File: config.mk
export PLATFORM = sky130hd
export DESIGN_NAME = desc_retire_tracker
export DESIGN_NICKNAME = d
export VERILOG_FILES = /design/src/rtl/desc_ret_pkg.sv /design/src/rtl/desc_req_fifo.sv /design/src/rtl/desc_retire_step.sv /design/src/rtl/desc_ring_count.sv /design/src/rtl/desc_retire_tracker.sv
export SDC_FILE = /design/constraint.sdc
export NUM_CORES = 1
export LEC_CHECK = 0
export CELL_PAD_IN_SITES_DETAIL_PLACEMENT = 0
export CELL_PAD_IN_SITES_GLOBAL_PLACEMENT = 1
export CORE_MARGIN = 5
export CORE_UTILIZATION = 25
export DETAILED_ROUTE_END_ITERATION = 7
export DONT_BUFFER_PORTS = 1
export GPL_TIMING_DRIVEN = 1
export PLACE_DENSITY_LB_ADDON = 0.08
export SYNTH_ARGS = -nofsm -noshare
export SYNTH_HDL_FRONTEND = slang
export SYNTH_SLANG_ARGS = --single-unit
export TNS_END_PERCENT = 5
File: constraint.sdc
create_clock -name clk -period 4.4 [get_ports clk]
set_input_delay 0.22 -clock clk [delete_from_list [all_inputs] [get_ports clk]]
set_output_delay 0.22 -clock clk [all_outputs]
set_load 0.05 [all_outputs]
File: src/rtl/desc_ret_pkg.sv
package desc_ret_pkg;

    typedef enum logic [1:0] {
        ST_RUN    = 2'd0,
        ST_FRET   = 2'd1,
        ST_FDRAIN = 2'd2,
        ST_FCLR   = 2'd3
    } trk_state_e;

    // modular add of two ring indices, both below depth
    function automatic int unsigned ring_add(int unsigned a, int unsigned b,
                                             int unsigned depth);
        int unsigned s;
        s = a + b;
        return (s >= depth) ? (s - depth) : s;
    endfunction

endpackage

File: src/rtl/desc_req_fifo.sv
module desc_req_fifo #(
    parameter int unsigned WIDTH = 9,
    parameter int unsigned DEPTH = 8
) (
    input  logic             clk,
    input  logic             rst,
    input  logic             push,
    input  logic [WIDTH-1:0] din,
    input  logic             pop,
    output logic [WIDTH-1:0] dout,
    output logic             empty,
    output logic             full
);
    localparam int unsigned PW = (DEPTH > 1) ? $clog2(DEPTH) : 1;
    localparam int unsigned CW = $clog2(DEPTH + 1);

    logic [WIDTH-1:0] mem [DEPTH];
    logic [PW-1:0]    wr_ptr, rd_ptr;
    logic [CW-1:0]    cnt;
    logic             push_ok, pop_ok;

    assign empty   = (cnt == '0);
    assign full    = (cnt == CW'(DEPTH));
    assign push_ok = push && !full;
    assign pop_ok  = pop && !empty;
    assign dout    = mem[rd_ptr];

    function automatic logic [PW-1:0] ptr_inc(logic [PW-1:0] p);
        return (p == PW'(DEPTH - 1)) ? '0 : p + 1'b1;
    endfunction

    always_ff @(posedge clk) begin
        if (push_ok) mem[wr_ptr] <= din;
    end

    always_ff @(posedge clk) begin
        if (rst) begin
            wr_ptr <= '0;
            rd_ptr <= '0;
            cnt    <= '0;
        end else begin
            if (push_ok) wr_ptr <= ptr_inc(wr_ptr);
            if (pop_ok)  rd_ptr <= ptr_inc(rd_ptr);
            case ({push_ok, pop_ok})
                2'b10:   cnt <= cnt + 1'b1;
                2'b01:   cnt <= cnt - 1'b1;
                default: cnt <= cnt;
            endcase
        end
    end
endmodule

File: src/rtl/desc_retire_step.sv
module desc_retire_step
    import desc_ret_pkg::*;
#(
    parameter int unsigned RING_DEPTH = 16,
    parameter int unsigned IDX_W      = 4
) (
    input  logic [IDX_W-1:0] head,
    input  logic             front_valid,
    input  logic [IDX_W-1:0] f_start,
    input  logic [IDX_W-1:0] f_stop,
    input  logic             f_rel,
    input  logic [IDX_W-1:0] rel_off,
    output logic [IDX_W-1:0] cursor,
    output logic [IDX_W-1:0] head_nxt,
    output logic             rel_hit,
    output logic             end_hit,
    output logic             drain_rel
);
    assign cursor    = IDX_W'(ring_add(32'(f_start), 32'(rel_off), RING_DEPTH));
    assign head_nxt  = IDX_W'(ring_add(32'(head), 32'd1, RING_DEPTH));
    assign rel_hit   = front_valid && f_rel && (cursor == head);
    assign end_hit   = front_valid && (head_nxt == f_stop);
    assign drain_rel = front_valid && f_rel && (cursor != f_stop);
endmodule

File: src/rtl/desc_ring_count.sv
module desc_ring_count #(
    parameter int unsigned RING_DEPTH = 16,
    parameter int unsigned IDX_W      = 4,
    parameter int unsigned CNT_W      = 16,
    parameter int unsigned GEN_W      = 2
) (
    input  logic             clk,
    input  logic             rst,
    input  logic             add_en,
    input  logic [IDX_W-1:0] ndesc,
    input  logic             step,
    input  logic             resync,
    output logic [IDX_W-1:0] tail,
    output logic [GEN_W-1:0] gen,
    output logic [CNT_W-1:0] added,
    output logic [CNT_W-1:0] removed,
    output logic [IDX_W-1:0] new_end,
    output logic [CNT_W-1:0] free
);
    logic [IDX_W:0] sum;
    logic           wrapped;

    assign sum     = {1'b0, tail} + {1'b0, ndesc};
    assign wrapped = (sum >= (IDX_W+1)'(RING_DEPTH));
    assign new_end = wrapped ? IDX_W'(sum - (IDX_W+1)'(RING_DEPTH)) : IDX_W'(sum);
    assign free    = CNT_W'(RING_DEPTH - 1) - (added - removed);

    always_ff @(posedge clk) begin
        if (rst) begin
            tail    <= '0;
            gen     <= '0;
            added   <= '0;
            removed <= '0;
        end else if (resync) begin
            tail    <= '0;
            gen     <= '0;
            removed <= added;
        end else begin
            if (add_en) begin
                tail  <= new_end;
                added <= added + CNT_W'(ndesc);
                if (wrapped) gen <= gen + 1'b1;
            end
            if (step) removed <= removed + 1'b1;
        end
    end
endmodule

File: src/rtl/desc_retire_tracker.sv
module desc_retire_tracker
    import desc_ret_pkg::*;
#(
    parameter int unsigned RING_DEPTH  = 16,
    parameter int unsigned QUEUE_DEPTH = 8,
    parameter int unsigned CNT_W       = 16,
    parameter int unsigned GEN_W       = 2,
    localparam int unsigned IDX_W      = $clog2(RING_DEPTH)
) (
    input  logic             clk,
    input  logic             rst,
    input  logic             run_i,
    input  logic [IDX_W-1:0] hw_head_i,
    input  logic             flush_i,
    input  logic             enq_i,
    input  logic [IDX_W-1:0] enq_start_i,
    input  logic [IDX_W-1:0] enq_ndesc_i,
    input  logic             enq_release_i,
    output logic             rel_o,
    output logic [IDX_W-1:0] rel_idx_o,
    output logic             done_o,
    output logic             done_abort_o,
    output logic             progress_o,
    output logic             flushing_o,
    output logic [IDX_W-1:0] sw_head_o,
    output logic [IDX_W-1:0] tail_o,
    output logic [GEN_W-1:0] gen_o,
    output logic [IDX_W-1:0] wb_head_o,
    output logic [CNT_W-1:0] removed_o,
    output logic [CNT_W-1:0] added_o,
    output logic [CNT_W-1:0] free_o
);
    typedef struct packed {
        logic [IDX_W-1:0] start;
        logic [IDX_W-1:0] stop;
        logic             rel;
    } req_t;
    localparam int unsigned ENT_W = $bits(req_t);

    trk_state_e       state;
    logic [IDX_W-1:0] head, tgt, rel_off;
    logic             moved, progress_q;

    req_t             front, push_ent;
    logic             q_empty, q_full, front_valid;
    logic             push, pop, add_en, resync, flush_go, step_w, drain_act;
    logic [IDX_W-1:0] cursor, head_nxt, new_end;
    logic             rel_hit, end_hit, drain_rel;

    assign front_valid = !q_empty;
    assign flush_go    = (state == ST_RUN) && (flush_i || (enq_i && !run_i));
    assign step_w      = (head != tgt) &&
                         (((state == ST_RUN) && run_i) || (state == ST_FRET));
    assign drain_act   = (state == ST_FDRAIN) && front_valid;
    assign pop         = (step_w && end_hit) || (drain_act && !drain_rel);
    assign push        = (state == ST_RUN) && enq_i;
    assign add_en      = push && run_i;
    assign resync      = (state == ST_FCLR);

    always_comb begin
        push_ent.rel = enq_release_i;
        if (run_i) begin
            push_ent.start = enq_start_i;
            push_ent.stop  = new_end;
        end else begin
            push_ent.start = '0;
            push_ent.stop  = '0;
        end
    end

    desc_req_fifo #(.WIDTH(ENT_W), .DEPTH(QUEUE_DEPTH)) u_fifo (
        .clk   (clk),
        .rst   (rst),
        .push  (push),
        .din   (push_ent),
        .pop   (pop),
        .dout  (front),
        .empty (q_empty),
        .full  (q_full)
    );

    desc_retire_step #(.RING_DEPTH(RING_DEPTH), .IDX_W(IDX_W)) u_step (
        .head        (head),
        .front_valid (front_valid),
        .f_start     (front.start),
        .f_stop      (front.stop),
        .f_rel       (front.rel),
        .rel_off     (rel_off),
        .cursor      (cursor),
        .head_nxt    (head_nxt),
        .rel_hit     (rel_hit),
        .end_hit     (end_hit),
        .drain_rel   (drain_rel)
    );

    desc_ring_count #(
        .RING_DEPTH(RING_DEPTH), .IDX_W(IDX_W), .CNT_W(CNT_W), .GEN_W(GEN_W)
    ) u_cnt (
        .clk     (clk),
        .rst     (rst),
        .add_en  (add_en),
        .ndesc   (enq_ndesc_i),
        .step    (step_w),
        .resync  (resync),
        .tail    (tail_o),
        .gen     (gen_o),
        .added   (added_o),
        .removed (removed_o),
        .new_end (new_end),
        .free    (free_o)
    );

    always_ff @(posedge clk) begin
        if (rst) begin
            state      <= ST_RUN;
            head       <= '0;
            tgt        <= '0;
            rel_off    <= '0;
            moved      <= 1'b0;
            progress_q <= 1'b0;
        end else begin
            moved      <= step_w;
            progress_q <= moved && !step_w;

            case (state)
                ST_RUN:    if (flush_go) state <= ST_FRET;
                ST_FRET:   if (!step_w) state <= ST_FDRAIN;
                ST_FDRAIN: if (!front_valid) state <= ST_FCLR;
                default:   state <= ST_RUN;
            endcase

            if (resync)
                tgt <= '0;
            else if (run_i || (state == ST_FRET) || flush_go)
                tgt <= hw_head_i;

            if (resync)      head <= '0;
            else if (step_w) head <= head_nxt;

            if (resync || pop) rel_off <= '0;
            else if (rel_o)    rel_off <= rel_off + 1'b1;
        end
    end

    assign rel_o        = (step_w && rel_hit) || (drain_act && drain_rel);
    assign rel_idx_o    = cursor;
    assign done_o       = pop;
    assign done_abort_o = (state == ST_FDRAIN);
    assign progress_o   = progress_q;
    assign flushing_o   = (state != ST_RUN);
    assign sw_head_o    = head;
    assign wb_head_o    = tgt;
endmodule

; Word-level counts from Yosys, hierarchy flattened
; Memory sizes are Yosys's and may differ from the RTL's. A register that Yosys moved wholly into a read port is not among the register bits.
; Cells that the tools add are included.
[totals]
ff_bits = 64
ramBits = 72
inputBits = 18
out_inout_bits = 71
wordCells = 106
mem_count = 1
[op_classes]
add_sub_neg = 16
order_cmp = 3
eq_ne = 15
muxes = 17
bitwise = 1
reduce_logical = 40
[memory_table]
columns = name, words, width, read_ports, rd_clocked_by_memory_dff, wr, line_no
row1 = u_fifo.mem, 8, 9, 1, 1, 1, desc_req_fifo.sv:17  ; logic [WIDTH-1:0] mem [DEPTH];
[op_table]
columns = operator, count
row1 = 16-bit two-way mux, 2
row2 = 1-bit logical AND, 18
row3 = "16-bit by 1-bit adder with 16-bit output, second input constant", 1
row4 = 16-bit by 4-bit adder with 16-bit output, 1
row5 = 16-bit subtractor, 1
row6 = "4-bit by 1-bit subtractor with 4-bit output, second input constant", 4
row7 = "4-bit by 16-bit subtractor with 16-bit output, first input constant", 1
row8 = "5-bit greater-or-equal comparator, second input constant", 3
row9 = 3-bit two-way mux, 4
row10 = 4-bit two-way mux, 3
row11 = 4-bit by 4-bit adder with 5-bit output, 2
row12 = "4-bit by 1-bit adder with 4-bit output, second input constant", 2
row13 = 4-bit == test, 2
row14 = 8-bit two-way mux, 1
row15 = 4-bit != test, 2
row16 = 4-bit one-hot mux with 2 select lines, 1
row17 = 1-bit logical OR, 7
row18 = "3-bit by 1-bit adder with 3-bit output, second input constant", 2
row19 = "2-bit == test, second input constant", 3
row20 = "3-bit == test, second input constant", 2
row21 = 2-bit two-way mux, 3
row22 = 2-bit one-hot mux with 3 select lines, 1
row23 = 2-bit nonzero test, 3
row24 = "4-bit by 1-bit adder with 5-bit output, second input constant", 1
row25 = 13 further kinds, 22

; Longest topological paths before layout
[logic_depth]
word_depth = 11
depth_mapped = 21
depth_no_buf = 18

; Hierarchy
; A second synthesis with hierarchy kept.
[unflattened]
hier_cells = 677
area_unflattened_um2 = 7532.2
[by_module_without_submodules]
columns = mod, instances, cells_per_inst, area_per_inst_um2, seq_area_each_um2
row1 = desc_req_fifo, 1, 183, 3407.0, 2422.3
row2 = desc_ring_count, 1, 339, 2825.2, 760.7
row3 = desc_retire_tracker, 1, 118, 968.4, 320.3
row4 = desc_retire_step, 1, 37, 331.6, 0.0

; Least setup slack after synthesis
; Ideal clock, no wire load.
[synth_path]
kind = reg2reg
startpoint = register with a tool-made name
endpoint = register u_fifo.cnt[2]
setup_ps = 71
arrival_time_ps = 4895
required_time_ps = 4329
slack_ps = -566
path_stages_with_launch = 20
path_buffers = 3
period_less_slack_ps = 4966
path_cell_list = dfxtp_1 > buf_6 > buf_12 > buf_12 > mux4_2 > mux2_2 > ha_1 > xnor2_1 > nand3_1 > a211oi_4 > a31oi_4 > and2_4 > inv_2 > ha_1 > xor2_1 > ha_1 > a21oi_1 > xor2_1 > or3_1 > a21oi_1
[synth_rtl]
columns = element, line_no
row1 = to (signal assigned), desc_req_fifo.sv:45  ; 2'b10: cnt <= cnt + 1'b1;
row2 = to (signal assigned), desc_req_fifo.sv:46  ; 2'b01: cnt <= cnt - 1'b1;
row3 = to (signal assigned), desc_req_fifo.sv:47  ; default: cnt <= cnt;
row4 = to (decl), desc_req_fifo.sv:19  ; logic [CW-1:0] cnt;

==> results_dict.tcl <==
set metrics [dict create \
    grtUsageTotal_pct 12.68 \
    area_delta_synth_final_pct 20.55 \
    crit_path_end "u_fifo.cnt[2]$_SDFFE_PP0P_" \
    reg2reg_depth 18 \
    routed_via_density 4.527 \
    timing.hold.ws_ns 0.04651 \
    hp-class "input port to register" \
    htreeDepth 4 \
    layout-drive-gt1-share_pct 16.49 \
    async_flop_share_pct 0 \
    p_clk_share_pct 25.4 \
    drtIter0Drc 240 \
    seq_area_frac_synth_pct 46.78 \
    required_ns 4.75 \
    timing.fmax_mhz 239.9 \
    yosysTopAreaCellShare_pct 28.87 \
    place_ws_ns 0.1986 \
    cts_buffer_depth 2 \
    nNetsFinal 803 \
    reg2reg_slack_ns 0.23 \
    switching_share_pct 43.71 \
    cts_root_buffer "clkbuf_16" \
    cts_tree "yes" \
    switchingPower_mw 2.570 \
    cp-end-kind "register" \
    portBuffers 0 \
    grt_start_max_net_pins 45 \
    setup_tns_ns 0 \
    synthesis.nets 745 \
    dpl_cell_area_um2 8333 \
    tightestPinTransition_ns 1.233 \
    power.internal_mw 3.310 \
    synth_area_leaders "edfxtp_1 (29%), dfxtp_1 (18%), ha_1 (9.0%)" \
    slew_headroom_pct 17.47 \
    via_count 5116 \
    finalClockSkew_ns 0.01164 \
    fin_crit_ns 4.169 \
    crit_type "register to register" \
    maxCapViolCount 0 \
    power_mw 5.880 \
    layout_worst_path_cycle_share_pct 94.74 \
    synth_edf_count 72 \
    cp_max_fo 10 \
    first_pass_iters 4 \
    synthCells 669 \
    leakagePower_nw 3.399 \
    p_per_area_nw_per_um2 651.4 \
    core-area_um2 29640 \
    ios 89 \
    drv_slew 0 \
    fin_area_um2 9027 \
    place_congestion 0.7623 \
    first_global_vias 5372 \
    yosysTopAreaCell "edfxtp_1" \
    p_seq_share_pct 29.2 \
    startpoint_type "register" \
    grt_overflow 0 \
    ys.flop_type "edfxtp_1" \
    dp_hpwl_mm 15.25 \
    post_cts_buffers 0 \
    finalSetupViolations 0 \
    rsz0062_at_grt "no" \
    ant_nets 0 \
    fin_ws_ns 0.2314 \
    die_w_um 183.1 \
    grt_pass1_wl_mm 32.71 \
    drc 0 \
    wl_mm 20.59 \
    vdd_drop_max_mv 0.3331 \
    hold_viol_final 0 \
    clk_latency_ns 0.42 \
    clkSinkCount 139 \
    wl_per_cell_um 18.22 \
    clk_transition_reported_paths_ns 0.06 \
    die_height_um 183.1 \
    antenna_found_initial 0 \
    synth_area_per_cell_um2 11.19 \
    yosys_warnings 0 \
    synth_seq_cells 139 \
    synth_area_um2 7488 \
    r2r-end "u_fifo.cnt[2]$_SDFFE_PP0P_" \
    power_frac_comb_pct 45.4 \
    antennaDiodeCount 0 \
    row_count 63 \
    cp_data_arrival_time_ns 4.52 \
    cts-buffers-inserted 17 \
    hold_start "rst" \
    yosysUniqueCellTypes 67 \
    die_area_um2 33510 \
    start_util_pct 25.27 \
    outcome "complete, no violations" \
]
==> worst max-delay path, cell delays in order (launching register included) <==
cell     delay (ns)
dfxtp_1        0.35
buf_6          0.19
mux4_2         0.52
mux2_2         0.28
ha_2           0.40
nand3_1        0.09
nand2_1        0.07
xnor3_2        0.29
xor2_2         0.19
a31oi_4        0.20
and2_4         0.21
inv_2          0.04
ha_1           0.24
xor2_1         0.16
ha_1           0.18
a21oi_1        0.14
xor2_1         0.09
or3_1          0.30
a21oi_1        0.14
==> repair_timing <==
item                                    4_1_cts  5_1_grt
endpoints found under the setup margin        0        1
endpoints found under the hold margin        58        0
resized for setup                             0        1
hold buffers                                  7        0
==> synthesized netlist by cell type, drive strengths merged, types with 9 or more instances <==
library cell,number
nand3,20
mux4,13
a211oi,17
nand2,27
mux2i,32
inv,34
xor2,21
a21o,9
clkbuf,14
edfxtp,72
nor2,70
ha,54
nor3,21
and2,16
dfxtp,67
a21oi,30
xnor2,44
o21ai,14
nand4,12
==> placed cells by master (no fill, tap or decap), drive strengths merged, types with 27 or more instances in the layout <==
cell type	synthesis	final
dfxtp	67	67
xnor2	44	44
a21oi	30	30
nor2	70	70
mux2i	32	32
inv	34	37
buf	7	54
nand2	27	27
ha	54	54
edfxtp	72	72
==> stage by stage <==
| stage | utilization (%) | cells |
|---|---|---|
| after floorplan | - | 669 |
| after global placement | 28.12 | 1091 |
| after detailed placement | 28.12 | 1091 |
| after CTS | 30.45 | 1130 |
| after global routing | 30.46 | 1130 |
| final | 30.46 | 1130 |
==> power groups by stage <==
stage,Clock (mW),Sequential [mW],Combinational (mW)
floorplan,0,1.81,1.93
global placement,0,1.74,2.67
detailed placement,0,1.75,2.68
CTS,1.54,1.72,2.71
global route,1.60,1.74,2.90
finish,1.50,1.71,2.67
==> worst min-delay path by stage <==
stage	to	cells after the start
finish	u_fifo.rd_ptr[1]$_SDFFE_PP0N_	2
global route	rel_off[2]$_SDFFE_PP0P_	3
floorplan	u_fifo.mem[0][0]$_DFFE_PP_	0
detailed placement	state[1]$_SDFFE_PP0P_	1
CTS	rel_off[2]$_SDFFE_PP0P_	3
global placement	u_cnt.added[14]$_SDFFE_PP0P_	1
==> logic make-up after synthesis <==
family | count (synthesis) | share of synthesized area [%]
DFF | 139 | 46.78
adders and majority gates | 58 | 10.09
buffers and inverters | 55 | 3.442
AOI/OAI and AO/OA | 96 | 8.789
muxes | 49 | 9.106
xor gates and xnor gates | 66 | 8.020
and+or+nand+nor | 206 | 13.77
==> layer usage <==
layer	track usage, %	vias to the layer above	part of all wire, %
li1	-	2540	-
met1	17.38	2472	48
met2	19.56	91	45
met3	4.106	13	6.3
met4	3.039	0	0.68
met5	0	-	0
==> final cells by class <==
class	count	area, um^2
timing repair buffer	60	494.2
fill	3113	20610
sequential	139	3503
tap	390	488.0
clock buffer	19	442.9
inverter	34	127.6
multi-input combinational	475	3804
clock inverter	13	167.7
==> sequential cells by signal, indices dropped and copies added, names as in the netlist, 4 cells and up, named ones only <==
register / cells
rel_off: 4
sw_head_o: 4
u_cnt.added: 16
u_cnt.removed: 16
u_cnt.tail: 4
u_fifo.cnt: 4
u_fifo.mem: 72
wb_head_o: 4
(Power assumes the default switching activity.)
